`src/rtl/lsp_pkg.sv`:
```
package lsp_pkg;
    localparam int unsigned TABLE_LAT = 2;
    localparam int unsigned MUL_LAT   = 1;
    localparam int unsigned COEF_MULT = 157;
    localparam int unsigned COEF_OFFS = 91;

    function automatic int unsigned coef_seed(int unsigned a);
        return a * COEF_MULT + COEF_OFFS;
    endfunction
endpackage

```
`src/rtl/lsp_coef_table.sv`:
```
module lsp_coef_table #(
    parameter int unsigned AW = 8,
    parameter int unsigned CW = 12
) (
    input  logic          clk,
    input  logic          rst_n,
    input  logic [AW-1:0] addr_i,
    output logic [CW-1:0] word_o
);
    localparam int unsigned DEPTH = 1 << AW;

    logic [CW-1:0] entry_w [DEPTH];

    for (genvar i = 0; i < DEPTH; i++) begin : g_entry
        assign entry_w[i] = CW'(lsp_pkg::coef_seed(i));
    end

    typedef struct packed {
        logic [AW-1:0] addr;
        logic [CW-1:0] word;
        logic [1:0]    fill;
    } tbl_st_t;

    tbl_st_t st_d, st_q;

    always_comb begin
        st_d      = st_q;
        st_d.addr = addr_i;
        st_d.word = entry_w[st_q.addr];
        st_d.fill = {st_q.fill[0], 1'b1};
        if (!rst_n) begin
            st_d = '0;
        end
    end

    always_ff @(posedge clk) begin
        st_q <= st_d;
    end

    assign word_o = st_q.word;

    AST_TABLE_WORD: assert property (@(posedge clk) disable iff (!rst_n)
        st_q.fill[1] |-> word_o == CW'(lsp_pkg::coef_seed(32'($past(addr_i, 2)))));
endmodule

```
`src/rtl/lsp_delay.sv`:
```
module lsp_delay #(
    parameter int unsigned W     = 16,
    parameter int unsigned DEPTH = 2
) (
    input  logic         clk,
    input  logic         rst_n,
    input  logic [W-1:0] din,
    output logic [W-1:0] dout
);
    if (DEPTH == 0) begin : g_wire
        logic unused_ok;
        assign unused_ok = ^{clk, rst_n};
        assign dout = din;
    end else begin : g_pipe
        logic [DEPTH-1:0][W-1:0] pipe_d, pipe_q;

        always_comb begin
            pipe_d[0] = din;
            for (int i = 1; i < DEPTH; i++) begin
                pipe_d[i] = pipe_q[i-1];
            end
            if (!rst_n) begin
                pipe_d = '0;
            end
        end

        always_ff @(posedge clk) begin
            pipe_q <= pipe_d;
        end

        assign dout = pipe_q[DEPTH-1];
    end
endmodule

```
`src/rtl/lsp_mul_trim.sv`:
```
module lsp_mul_trim #(
    parameter int unsigned DW = 16,
    parameter int unsigned CW = 12,
    parameter int unsigned CF = 11
) (
    input  logic          clk,
    input  logic          rst_n,
    input  logic [DW-1:0] a_i,
    input  logic [CW-1:0] b_i,
    output logic [DW-1:0] prod_o
);
    localparam int unsigned PW = DW + CW;

    typedef struct packed {
        logic [DW-1:0] prod;
        logic          warm;
    } mul_st_t;

    mul_st_t       st_d, st_q;
    logic [PW-1:0] full_w;

    always_comb begin
        full_w    = PW'(a_i) * PW'(b_i);
        st_d.prod = full_w[CF +: DW];
        st_d.warm = 1'b1;
        if (!rst_n) begin
            st_d = '0;
        end
    end

    always_ff @(posedge clk) begin
        st_q <= st_d;
    end

    assign prod_o = st_q.prod;

    AST_ZERO_OPERAND: assert property (@(posedge clk) disable iff (!rst_n)
        (st_q.warm && ($past(a_i) == '0 || $past(b_i) == '0)) |-> prod_o == '0);
    AST_UNIT_BOUND: assert property (@(posedge clk) disable iff (!rst_n)
        (st_q.warm && ($past(b_i) <= CW'(1 << CF))) |-> prod_o <= $past(a_i));
endmodule

```
`src/rtl/lut_scale_pipe.sv`:
```
module lut_scale_pipe #(
    parameter int unsigned DW      = 16,
    parameter int unsigned AW      = 8,
    parameter int unsigned CW      = 12,
    parameter int unsigned CF      = 11,
    parameter int unsigned OUT_DLY = 4
) (
    input  logic          clk,
    input  logic          rst_n,
    input  logic [DW-1:0] sample_i,
    input  logic [AW-1:0] addr_i,
    output logic [DW-1:0] scaled_o,
    output logic [CW-1:0] coef_o
);
    logic [CW-1:0] word_w;
    logic [DW-1:0] aligned_w;
    logic [DW-1:0] trimmed_w;
    logic [1:0]    seen_d, seen_q;

    always_comb begin
        seen_d = {seen_q[0], 1'b1};
        if (!rst_n) begin
            seen_d = '0;
        end
    end

    always_ff @(posedge clk) begin
        seen_q <= seen_d;
    end

    lsp_coef_table #(.AW(AW), .CW(CW)) u_table (
        .clk    (clk),
        .rst_n  (rst_n),
        .addr_i (addr_i),
        .word_o (word_w)
    );

    lsp_delay #(.W(DW), .DEPTH(lsp_pkg::TABLE_LAT)) u_align (
        .clk   (clk),
        .rst_n (rst_n),
        .din   (sample_i),
        .dout  (aligned_w)
    );

    lsp_mul_trim #(.DW(DW), .CW(CW), .CF(CF)) u_mul (
        .clk    (clk),
        .rst_n  (rst_n),
        .a_i    (aligned_w),
        .b_i    (word_w),
        .prod_o (trimmed_w)
    );

    lsp_delay #(.W(DW), .DEPTH(OUT_DLY)) u_outdly (
        .clk   (clk),
        .rst_n (rst_n),
        .din   (trimmed_w),
        .dout  (scaled_o)
    );

    assign coef_o = word_w;

    AST_OPERAND_ALIGN: assert property (@(posedge clk) disable iff (!rst_n)
        seen_q[1] |-> aligned_w == $past(sample_i, 2));
endmodule

```
`config.mk`:
```
export PLATFORM = sky130hd
export DESIGN_NAME = lut_scale_pipe
export DESIGN_NICKNAME = d
export VERILOG_FILES = /design/src/rtl/lsp_pkg.sv /design/src/rtl/lsp_coef_table.sv /design/src/rtl/lsp_delay.sv /design/src/rtl/lsp_mul_trim.sv /design/src/rtl/lut_scale_pipe.sv
export SDC_FILE = /design/constraint.sdc
export NUM_CORES = 1
export LEC_CHECK = 0
export CAP_MARGIN = 20
export CORE_ASPECT_RATIO = 0.5
export CORE_UTILIZATION = 55
export CTS_CLUSTER_DIAMETER = 80
export DETAILED_ROUTE_END_ITERATION = 10
export PLACE_DENSITY = 0.73
export SLEW_MARGIN = 20
export SYNTH_ARGS = -nofsm -noshare
export SYNTH_HDL_FRONTEND = slang
export SYNTH_HIERARCHICAL = 1
export SYNTH_SLANG_ARGS = --single-unit
```
`constraint.sdc`:
```
create_clock -name clk -period 8.79 [get_ports clk]
set_clock_uncertainty 0.05 [all_clocks]
set_input_delay 1.758 -clock clk [delete_from_list [all_inputs] [get_ports clk]]
set_output_delay 1.758 -clock clk [all_outputs]
set_load 0.03 [all_outputs]
```
* Word level (Yosys, flattened, before mapping)
Memory sizes are Yosys's and may differ from the RTL's. A register that Yosys moved wholly into a read port is not among the register bits. Index checks and enable logic that the tools add are counted. Widths: inputs -> output; s select.
Word-level totals: register bits after elaboration 120, bits in read-only memories 3072, input bits 26, output and inout bits 28, word-level logic and storage cells 12, memories 1
Operators by class: $mul 1, bitwise logic cells 1, reductions and logical operators 1
Memories:
- (name not given) | words 256, width 12, rd ports 1, clocked after Yosys merged registers in 1, wr ports 0, line lsp_coef_table.sv:29 | st_d.word = entry_w[st_q.addr];
Operators with widths (number):
- $mul 16x12->27 | 1
- $not 8->9 | 1
- $logic_not 1->1 | 1

* Longest topological paths before layout
depth in word-level cells 1, depth in mapped cells 21, mapped depth without buffers 18

* Modules after synthesis
The synthesis kept the hierarchy.
Modules (own cells, without submodules):
- lsp_mul_trim | instances 1, cells an instance 794, area each 6566.3 sq um, sequential area each 320.3 sq um
- lsp_coef_table | instances 1, cells an instance 411, area each 3010.4 sq um, sequential area each 400.4 sq um
- lsp_delay at u_outdly | instances 1, cells an instance 150, area each 1911.8 sq um, sequential area each 1281.2 sq um
- lsp_delay at u_align | instances 1, cells an instance 83, area each 1016.0 sq um, sequential area each 640.6 sq um

* Least setup slack after synthesis
No wires, ideal clock.
kind register to register, from register u_table/word_o[3] (netlist name), to register u_mul.st_q (netlist bit u_mul/prod_o[12]), library setup time 0.062 ns, arrival 5.001 ns, data required time 8.678 ns, setup slack 3.677 ns, cell stages (with the launch flop) 21, path buffers 3, clock period less this slack 5.113 ns, cells stage by stage dfxtp_1 buf_4 clkbuf_1 nand2_1 fa_1 inv_1 fa_1 inv_1 fa_1 inv_1 fa_1 inv_1 fa_1 inv_1 ha_1 buf_2 a21oi_1 o21ai_0 a41o_1 or4_1 nand3_1
Between the ends: word-level cells in the longest chain between the ends 1
RTL lines:
- $mul 16x12->27 | line lsp_mul_trim.sv:23 | full_w = PW'(a_i) * PW'(b_i);
- to (signal assigned) | line lsp_mul_trim.sv:32 | st_q <= st_d;
- to (decl) | line lsp_mul_trim.sv:19 | mul_st_t st_d, st_q;
Every way passes these cells. A chain may end at the register's enable or synchronous reset.

* Worst setup path after layout
from register u_table/word_o[3] (netlist name), to register u_mul.st_q (netlist bit u_mul/prod_o[11])
Between the ends: word-level cells in the longest chain between the ends 1
RTL lines (line):
- $mul 16x12->27 | lsp_mul_trim.sv:23
Every way passes these cells.

==> out/metrics.cfg <==
[die]
io_pins=54
start_util_pct=56.9
rows=38
core_area_mm2=0.0220
die_h_um=109
dieArea_mm2=0.0234
die_x_um=215

[synthesis]
synthSimpleGateAreaFrac_pct=21.1
yosys.area.top_type=fa_1
synth_edf_count=0
synth_ff_type=dfxtp_1
ys_seq_area_share_pct=21.1
avgSynthCellArea_um2=8.70
muxShareOfSynthArea_pct=3.10
synthArstFlopShare_pct=0
ys_warn_count=6
ys_top_cells_by_area=fa_1, dfxtp_1, ha_1
syn_nets=1675
synth_top_family_by_area=adder cells
synth_top_area_share_pct=22.3
ys_ff_latch=132
synth.distinct_cells=77
yosys.area_share.adder_pct=29.5
synth_compound_area_share_pct=11.9
postSynthCellCount=1438
synth_xor_xnor_area_share_pct=1.12
netlist_area_mm2=0.0125

[worst_setup_path]
crit_chain=nand2_1 -> fa_1 -> inv_1 -> fa_1 -> inv_1 -> fa_1 -> inv_1 -> fa_1 -> inv_1 -> fa_1 -> inv_1 -> ha_1 -> and4_1 -> nand4_1 -> a211oi_1 -> o31a_2 -> nor3_1
critPathMaxFanout=17
cp.arrival_ns=5.85
slowest_delay_ns=0.75
required_ns=9.06
worst_path_max_delay_cell=dfxtp_1
crit_type=flop to flop
r2r_slack_ns=3.21
critPathLaunchType=flop
critPathCaptureType=flop

[drt]
wirelength_mm=28.8
dr.pass1.iters=5
vias=9491
drt_iter0_drc=884
wl_per_cell_um=17.0
postRouteAntennaNets=0
via_per_inst=5.61
drcViolationCount=0

[timing]
tns_ns=0
rsz0062_at_grt=false
tightest_slew_ns=1.11
setup_violations=0
fin_crit_ns=5.58
hold_slack_ns=0.389
fmax_mhz=179
finalHoldViolations=0
relSlewSlack_pct=25.6
layout_setup_ws_ns=3.21
finalCritPeriodShare_pct=63.4
slew_viol_final=0

[place]
placed_area_mm2=0.0127
io_buffer_count=53
post-dp-hpwl_mm=20.8
finalWeightedCongestion=0.901
preCtsSetupSlack_ns=3.31

[global_routing]
grt_max_degree=95
grt_use_total_pct=26.1
grt_pass1_wl_mm=47.9
gr-total-overflow=0
grt_pass1_vias=9602
antenna_found_initial=0

[min_path]
min_path_type=flop to flop

[clocking]
clk_pin_slew_ns=0.07
cts-root-buf=clkbuf_16
postCtsSetupBuffers=0
clock-sinks=132
cts_resized=0
numCtsBuffers=17
tritoncts=yes
cts_hold_buf=0
htreeDepth=4
cts.path.max_buffers=2
clk_latency_ns=0.44

[finish]
syn_to_final_growth_pct=6.23
final_cell_mix=nand2_1, inv_1, fa_1
final_common_cell=nand2_1
drive_above_1_share_pct=11.6
final_area_mm2=0.0133
n_antenna_cell=0
num-nets-final=1616

[flow_run]
maxCapViolCount=0

[outcome]
status=finished clean

[power_and_ir_drop]
leakagePower_nw=6.05
p_per_area_mw_per_mm2=140
vdd_drop_max_mv=0.156

==> cells by family after synthesis <==
kind of cell	count (synthesis)
and+or+nand+nor	500
DFF	132
buffers and inverters	337
muxes	26
AOI/OAI and AO/OA	216
xor gates and xnor gates	16
adders and majority gates	211
==> critical path: cells and delay by family, from the launching register on <==
family          cells  cell delay, ns
compound gates      2            0.65
simple gates        4            0.72
fa+ha+maj           6            2.99
flops               1            0.75
buf+inv             5            0.27
==> per-stage QoR <==
stage | instances | total power, mW | utilization (%)
floorplan | 1438 | 1.04 | -
global placement | 1660 | 1.13 | 57.7
detailed placement | 1660 | 1.14 | 57.7
CTS | 1692 | 1.87 | 60.5
global route | 1692 | 1.96 | 60.5
finish | 1692 | 1.86 | 60.5
==> layer usage <==
metal,vias to the layer above,share of wire (%),GRT usage [%]
met3,55,8.4,7.81
met5,-,0,0
li1,4444,-,-
met2,411,45,42.0
met4,0,2.2,9.68
met1,4581,44,33.6
==> synth_stat cells (all sizes together) (8+ instances only) <==
| cell type | number |
|---|---|
| fa | 139 |
| a211oi | 15 |
| nor2b | 10 |
| ha | 72 |
| inv | 199 |
| nand4 | 8 |
| o211ai | 20 |
| a21o | 11 |
| mux2i | 14 |
| mux4 | 10 |
| nand2 | 206 |
| o21a | 8 |
| and2 | 167 |
| dfxtp | 132 |
| xnor2 | 9 |
| nor3 | 14 |
| nand2b | 19 |
| buf | 86 |
| a21oi | 44 |
| a31oi | 13 |
| nor2 | 34 |
| o21ai | 38 |
| nand3 | 18 |
| clkbuf | 51 |
==> path summary, 6_finish.rpt <==
| check | start | end | cells past startpoint |
|---|---|---|---|
| worst max register to register | u_table/word_o[3]$_SDFF_PN0_ | u_mul/prod_o[11]$_SDFF_PN0_ | 17 |
| worst min register to register | u_mul/prod_o[14]$_SDFF_PN0_ | u_outdly/g_pipe.pipe_q[14]$_SDFF_PN0_ | 1 |
| worst min-delay path | u_mul/prod_o[14]$_SDFF_PN0_ | u_outdly/g_pipe.pipe_q[14]$_SDFF_PN0_ | 1 |
| worst max-delay path | u_table/word_o[3]$_SDFF_PN0_ | u_mul/prod_o[11]$_SDFF_PN0_ | 17 |
==> layout make-up <==
type,instances,area (um2)
clock buffers,18,429
clock inverters,14,171
fillers,1913,8680
inverters,200,751
multi-input cells,969,8340
flip-flops and latches,132,2650
well taps,300,375
repair buffers,59,573
==> sequential cells by signal (all words and copies together), names as in the netlist <==
register / count
u_outdly/g_pipe.pipe_q: 48
u_table/word_o: 12
u_outdly/dout: 16
u_table/st_q: 8
u_align/g_pipe.pipe_q: 16
u_mul/prod_o: 16
u_align/dout: 16
==> where the power goes <==
group,internal [mW],switching (mW)
registers,0.637,0.0527
clock network,0.425,0.291
logic,0.185,0.265
total,1.25,0.609
Power figures use the tool's default switching activity.
